File: src/rtl/cfgg_pkg.sv
package cfgg_pkg;

  typedef struct packed {
    logic [1:0] wd;   // watchdog period code
    logic [2:0] bp;   // protect code {BP2,BP1,BP0}
  } nv_bits_t;

  localparam logic [7:0] CMD_ARM_WEL  = 8'h02;
  localparam logic [7:0] CMD_ARM_RWEL = 8'h06;
  localparam logic [7:0] CMD_DISARM   = 8'h00;

  function automatic logic [7:0] view_of(nv_bits_t nv, logic rwel_b, logic wel_b);
    return {1'b0, nv.wd, nv.bp[1], nv.bp[0], rwel_b, wel_b, nv.bp[2]};
  endfunction

  function automatic nv_bits_t nv_from_byte(logic [7:0] d);
    nv_bits_t r;
    r.wd = d[6:5];
    r.bp = {d[0], d[4], d[3]};
    return r;
  endfunction

endpackage

File: src/rtl/cfgg_prot_map.sv
module cfgg_prot_map #(
  parameter int ADDR_W = 9,
  parameter int PAGE_W = 4
) (
  input  logic [2:0]        bp,
  input  logic [ADDR_W-1:0] addr,
  output logic              hit
);
  localparam int LOW_WINDOWS = 4;

  logic [LOW_WINDOWS-1:0] low_hit;

  for (genvar k = 0; k < LOW_WINDOWS; k++) begin : g_low
    assign low_hit[k] = (addr[ADDR_W-1:PAGE_W+k] == '0);
  end

  always_comb begin
    unique case (bp)
      3'b000:  hit = 1'b0;
      3'b001:  hit = &addr[ADDR_W-1:ADDR_W-2];
      3'b010:  hit = addr[ADDR_W-1];
      3'b011:  hit = 1'b1;
      default: hit = low_hit[bp[1:0]];
    endcase
  end
endmodule

File: src/rtl/cfgg_busy_timer.sv
module cfgg_busy_timer #(
  parameter int BUSY_CYCLES = 64
) (
  input  logic clk,
  input  logic rst_n,
  input  logic start,
  output logic busy
);
  localparam int CW = $clog2(BUSY_CYCLES + 1);

  logic [CW-1:0] cnt_q;

  always_ff @(posedge clk or negedge rst_n) begin
    if (!rst_n)            cnt_q <= '0;
    else if (start)        cnt_q <= CW'(BUSY_CYCLES);
    else if (cnt_q != '0)  cnt_q <= cnt_q - 1'b1;
  end

  assign busy = (cnt_q != '0);


  start_idle_chk: assert property (@(posedge clk) disable iff (!rst_n)
    start |-> !busy);
endmodule

File: src/rtl/cfgg_unlock_ctl.sv
module cfgg_unlock_ctl
  import cfgg_pkg::*;
#(
  parameter logic [1:0] RST_WD = 2'b11,
  parameter logic [2:0] RST_BP = 3'b000
) (
  input  logic       clk,
  input  logic       rst_n,
  input  logic       fire,
  input  logic       is_reg,
  input  logic [7:0] data,
  input  logic       prot_hit,
  input  logic       stop_ok,
  input  logic       multi,
  input  logic       wp,
  input  logic       busy,
  output logic       ack,
  output logic       commit,
  output logic       wel_q,
  output logic       rwel_q,
  output nv_bits_t   nv_q
);
  logic     wel_n, rwel_n;
  nv_bits_t nv_n;

  always_comb begin
    ack    = 1'b0;
    commit = 1'b0;
    wel_n  = wel_q;
    rwel_n = rwel_q;
    nv_n   = nv_q;
    if (!wp && !busy) begin
      if (!is_reg) begin
        if (prot_hit)   rwel_n = 1'b0;
        else if (wel_q) ack    = 1'b1;
      end else if (stop_ok && !multi) begin
        if (rwel_q) begin
          if (data[1]) begin
            ack = 1'b1;
            if (!data[2]) begin
              commit = 1'b1;
              rwel_n = 1'b0;
              nv_n   = nv_from_byte(data);
            end
          end
        end else begin
          unique case (data)
            CMD_ARM_WEL: begin
              wel_n = 1'b1;
              ack   = 1'b1;
            end
            CMD_ARM_RWEL: begin
              if (wel_q) begin
                rwel_n = 1'b1;
                ack    = 1'b1;
              end
            end
            CMD_DISARM: begin
              wel_n = 1'b0;
              ack   = 1'b1;
            end
            default: ;
          endcase
        end
      end
    end
  end

  always_ff @(posedge clk or negedge rst_n) begin
    if (!rst_n) begin
      wel_q  <= 1'b0;
      rwel_q <= 1'b0;
      nv_q   <= '{wd: RST_WD, bp: RST_BP};
    end else if (fire) begin
      wel_q  <= wel_n;
      rwel_q <= rwel_n;
      nv_q   <= nv_n;
    end
  end


  rwel_needs_wel_chk: assert property (@(posedge clk) disable iff (!rst_n)
    rwel_q |-> wel_q);
endmodule

File: src/rtl/cfgreg_guard.sv
module cfgreg_guard
  import cfgg_pkg::*;
#(
  parameter int         ADDR_W      = 9,
  parameter int         PAGE_W      = 4,
  parameter int         BUSY_CYCLES = 64,
  parameter logic [1:0] RST_WD      = 2'b11,
  parameter logic [2:0] RST_BP      = 3'b000
) (
  input  logic              clk,
  input  logic              rst_n,
  input  logic              req_valid,
  output logic              req_ready,
  input  logic              req_is_reg,
  input  logic [7:0]        req_data,
  input  logic [ADDR_W-1:0] req_addr,
  input  logic              req_stop_ok,
  input  logic              req_multi,
  input  logic              wp,
  output logic              rsp_valid,
  input  logic              rsp_ready,
  output logic              rsp_ack,
  output logic              commit_pulse,
  output logic              nv_busy,
  output logic              wel,
  output logic              rwel,
  output logic [7:0]        cfg_value
);
  logic     fire, prot_hit, dec_ack, dec_commit;
  nv_bits_t nv;

  assign req_ready = !rsp_valid || rsp_ready;
  assign fire      = req_valid && req_ready;

  cfgg_prot_map #(.ADDR_W(ADDR_W), .PAGE_W(PAGE_W)) u_map (
    .bp   (nv.bp),
    .addr (req_addr),
    .hit  (prot_hit)
  );

  cfgg_busy_timer #(.BUSY_CYCLES(BUSY_CYCLES)) u_timer (
    .clk   (clk),
    .rst_n (rst_n),
    .start (fire && dec_commit),
    .busy  (nv_busy)
  );

  cfgg_unlock_ctl #(.RST_WD(RST_WD), .RST_BP(RST_BP)) u_ctl (
    .clk      (clk),
    .rst_n    (rst_n),
    .fire     (fire),
    .is_reg   (req_is_reg),
    .data     (req_data),
    .prot_hit (prot_hit),
    .stop_ok  (req_stop_ok),
    .multi    (req_multi),
    .wp       (wp),
    .busy     (nv_busy),
    .ack      (dec_ack),
    .commit   (dec_commit),
    .wel_q    (wel),
    .rwel_q   (rwel),
    .nv_q     (nv)
  );

  always_ff @(posedge clk or negedge rst_n) begin
    if (!rst_n) begin
      rsp_valid    <= 1'b0;
      rsp_ack      <= 1'b0;
      commit_pulse <= 1'b0;
    end else begin
      commit_pulse <= fire && dec_commit;
      if (fire) begin
        rsp_valid <= 1'b1;
        rsp_ack   <= dec_ack;
      end else if (rsp_ready) begin
        rsp_valid <= 1'b0;
      end
    end
  end

  assign cfg_value = view_of(nv, rwel, wel);


  busy_refuse_chk: assert property (@(posedge clk) disable iff (!rst_n)
    (fire && nv_busy) |=> (rsp_valid && !rsp_ack && $stable(cfg_value)));


  wp_block_chk: assert property (@(posedge clk) disable iff (!rst_n)
    (fire && wp) |=> (rsp_valid && !rsp_ack && $stable(cfg_value)));


  frame_reject_chk: assert property (@(posedge clk) disable iff (!rst_n)
    (fire && req_is_reg && (req_multi || !req_stop_ok)) |=> (!rsp_ack && $stable(cfg_value)));


  rsp_hold_chk: assert property (@(posedge clk) disable iff (!rst_n)
    (rsp_valid && !rsp_ready) |=> (rsp_valid && $stable(rsp_ack)));


  commit_effect_chk: assert property (@(posedge clk) disable iff (!rst_n)
    commit_pulse |-> (!rwel && nv_busy && rsp_ack));


  commit_single_chk: assert property (@(posedge clk) disable iff (!rst_n)
    commit_pulse |=> !commit_pulse);


  nv_hold_chk: assert property (@(posedge clk) disable iff (!rst_n)
    !commit_pulse |-> $stable({cfg_value[7:3], cfg_value[0]}));
endmodule

File: config.mk
export PLATFORM = sky130hd
export DESIGN_NAME = cfgreg_guard
export DESIGN_NICKNAME = d
export VERILOG_FILES = /design/src/rtl/cfgg_pkg.sv /design/src/rtl/cfgg_prot_map.sv /design/src/rtl/cfgg_busy_timer.sv /design/src/rtl/cfgg_unlock_ctl.sv /design/src/rtl/cfgreg_guard.sv
export SDC_FILE = /design/constraint.sdc
export NUM_CORES = 1
export LEC_CHECK = 0
export ABC_CLOCK_PERIOD_IN_PS = 6400
export BUFFER_PORTS_ARGS = -buffer_cell sky130_fd_sc_hd__buf_4
export CAP_MARGIN = 40
export CORE_MARGIN = 2
export CORE_UTILIZATION = 43
export DETAILED_ROUTE_END_ITERATION = 12
export PLACE_DENSITY = 0.73
export SLEW_MARGIN = 30
export SYNTH_ARGS = -nofsm -noshare
export SYNTH_HDL_FRONTEND = slang
export SYNTH_SLANG_ARGS = --single-unit
File: constraint.sdc
create_clock -name clk -period 6.4 [get_ports clk]
set_input_delay 0.64 -clock clk [delete_from_list [all_inputs] [get_ports clk]]
set_output_delay 0.64 -clock clk [all_outputs]
set_load 0.01 [all_outputs]
==> metrics.yaml <==
placement:
  gp_congestion: 0.743
  post-place-ws_ns: 4.02
  dpl.cell_count: 149
  portBuffers: 34
  hpwl_um: 1550
clocking:
  clock_sinks: 17
  root_buffer: "clkbuf_4"
  cts_buffers: 3
  clk_latency_ns: 0.28
  cts_resized: 0
  clockBufferDepth: 2
  clk_pin_slew_ns: 0.09
  htree_levels: 1
  cts_tree: "done"
  hold_buffers: 0
  postCtsSetupBuffers: 0
synth:
  synth_area_leaders: "dfrtp_1, mux2_2, dfstp_2"
  synth.distinct_cells: 36
  synth_warnings: 0
  yosysTopAreaCell: "dfrtp_1"
  postSynthAreaPerCell_sq_um: 10.3
  netlist.area_leader.share: 0.400
  async_reset_ff_frac: 1.00
  synth-seq-area-share: 0.456
  syn-cell-area_sq_um: 938
  synth-main-ff-cell: "dfrtp_1"
  syn_inst: 91
  ys_ff_latch: 17
  synth-edff-count: 0
  synth_fp_nets: 118
global_routing:
  grt_overflow: 0
  grt_max_degree: 18
  grt_pass1_vias: 763
  grt_first_pass_wirelength_um: 3330
  antenna_found_initial: 0
  grtUsageTotal: 0.169
critical_path:
  required_ns: 6.58
  path_buf_inv: 1
  crit_path_cell_trace: "or4_4, nor2_4, inv_2, nor4_4, mux2_2"
  startpoint_type: "register"
  crit_type: "register to register"
  cp_slowest_stage_delay_ns: 0.59
  critical_path_arrival_ns: 2.59
  cpMaxStageDelayCell: "nor4_4"
  worstSetupEndpointType: "register"
  cpLargestDelayFamily: "simple AND/OR/NAND/NOR gates"
  critPathMaxFanout: 9
timing:
  worstMarginPinSlew_ns: 0.594
  period_minus_slack_ns: 2.41
  max_slew_margin: 0.601
  clock_skew_ns: 0.000953
  min_period_over_period: 0.377
  setup_ws_ns: 3.99
  setup_viol: 0
  hold_ws_ns: 0.199
  finalHoldViolations: 0
  setup-tns-final_ns: 0
  drv_slew: 0
  max_freq_mhz: 415
  rsz0062_at_grt: "false"
cells_and_area:
  mostFrequentLayoutCell: "buf_4"
  antenna_cells: 0
  fillers: 182
  syn_to_final_growth_pct: 31.3
  multi_input_comb_area_sq_um: 458
  layout_common_cells: "buf_4, dfrtp_1, inv_1"
  final_core_util: 0.616
  drive_above_1_share: 0.413
  finalNonFillerCells: 153
  final_net_count: 154
  regArea_sq_um: 428
pwr:
  power_density_mw_per_mm2: 261
  swShare: 0.337
  power_frac_seq: 0.498
  switchingPower_uw: 108
  pwr-share-clk: 0.172
  p_int_uw: 214
  power_leakage_uw: 0.000579
  comb_power_share: 0.330
  ir_worst_vdd_mv: 0.212
detailed_routing:
  drtAntennaViolNets: 0
  first_pass_iters: 4
  vias: 807
  routed_wl_um: 1930
  wl_per_cell_um: 12.6
  post_drt_via_cell_ratio: 5.27
  drc: 0
  drtIter0Drc: 30
die:
  core_sq_mm: 0.00200
  initial_utilization: 0.469
  die_height_um: 50.7
  rows: 16
  dieArea_sq_mm: 0.00257
  die_x_um: 50.7
  io_pins: 40
flow_run:
  max_cap_viol_count: 0
run_status:
  status: "finished clean"
hold_path:
  holdCritPathClass: "input port to asynchronous set/reset pin"
registers in the layout, summed over array words and instances (netlist names):
register / flops
u_ctl.rwel_q: 1
u_timer.cnt_q: 7
u_ctl.wel_q: 1
rsp_ack: 1
rsp_valid: 1
u_ctl.nv_q: 5
commit_pulse: 1
cells in the mapped netlist (2+ instances only):
cell       n
nand4_1    2
nand2_1    6
nand3_1    5
xnor2_1    4
ha_1       2
nor4_1     2
inv_1      7
nor3_1     5
o21ai_0    3
dfrtp_1   15
nor2_1     4
buf_4      3
mux2_2     6
a211o_1    2
a211oi_1   2
nor2b_1    2
dfstp_2    2
layout make-up:
| class | count | share of cell area |
|---|---|---|
| Multi-Input combinational cell | 63 | 0.372 |
| Clock buffer | 3 | 0.0183 |
| Inverter | 8 | 0.0244 |
| Tap cell | 27 | 0.0274 |
| Timing Repair Buffer | 34 | 0.207 |
| Sequential cell | 17 | 0.347 |
| Clock inverter | 1 | 0.00406 |
worst reg2reg max path, cell delays in order (launching register included):
cell	delay, ns
dfrtp_1	0.44
or4_4	0.57
nor2_4	0.19
inv_2	0.12
nor4_4	0.59
mux2_2	0.40
worst paths after layout:
path	from	end	slack (ns)	cells after the start
worst max-delay path	u_timer.cnt_q[3]	u_ctl.nv_q[1]	3.99	5
worst min-delay path	rst_n	u_timer.cnt_q[5]	0.20	1
worst max register to register	u_timer.cnt_q[3]	u_ctl.nv_q[1]	3.99	5
worst min register to register	u_timer.cnt_q[5]	u_timer.cnt_q[5]	0.52	1
max in group asynchronous	rst_n	u_ctl.nv_q[4]	5.95	1
min in group clk	u_timer.cnt_q[5]	u_timer.cnt_q[5]	0.52	1
metrics by stage:
stage               cell area (sq um)  power (uW)
global placement                 1200         265
finish                           1230         322
CTS                              1230         326
floorplan                         938         235
detailed placement               1200         270
global route                     1230         348
routing by layer:
layer	track usage	vias to the layer above	part of all wire
met5	0	-	0
met4	0.0856	0	0.0073
met3	0.0208	2	0.067
met2	0.281	37	0.50
met1	0.214	376	0.43
li1	-	392	-
logic make-up after synthesis:
group	Yosys count	synth area share
flops	17	0.456
xor+xnor	4	0.0373
fa+ha+maj	2	0.0267
compound gates	12	0.0920
other cells	1	0.00400
simple gates	37	0.245
buf+inv	11	0.0560
mux	7	0.0827
power by group through the flow:
stage / clock network, uW / registers (uW) / logic (uW)
CTS: 58.0 / 161 / 108
global route: 61.7 / 166 / 120
detailed placement: 0 / 162 / 107
global placement: 0 / 161 / 103
finish: 55.3 / 160 / 106
floorplan: 0 / 158 / 76.6
(Power assumes the default switching activity.)
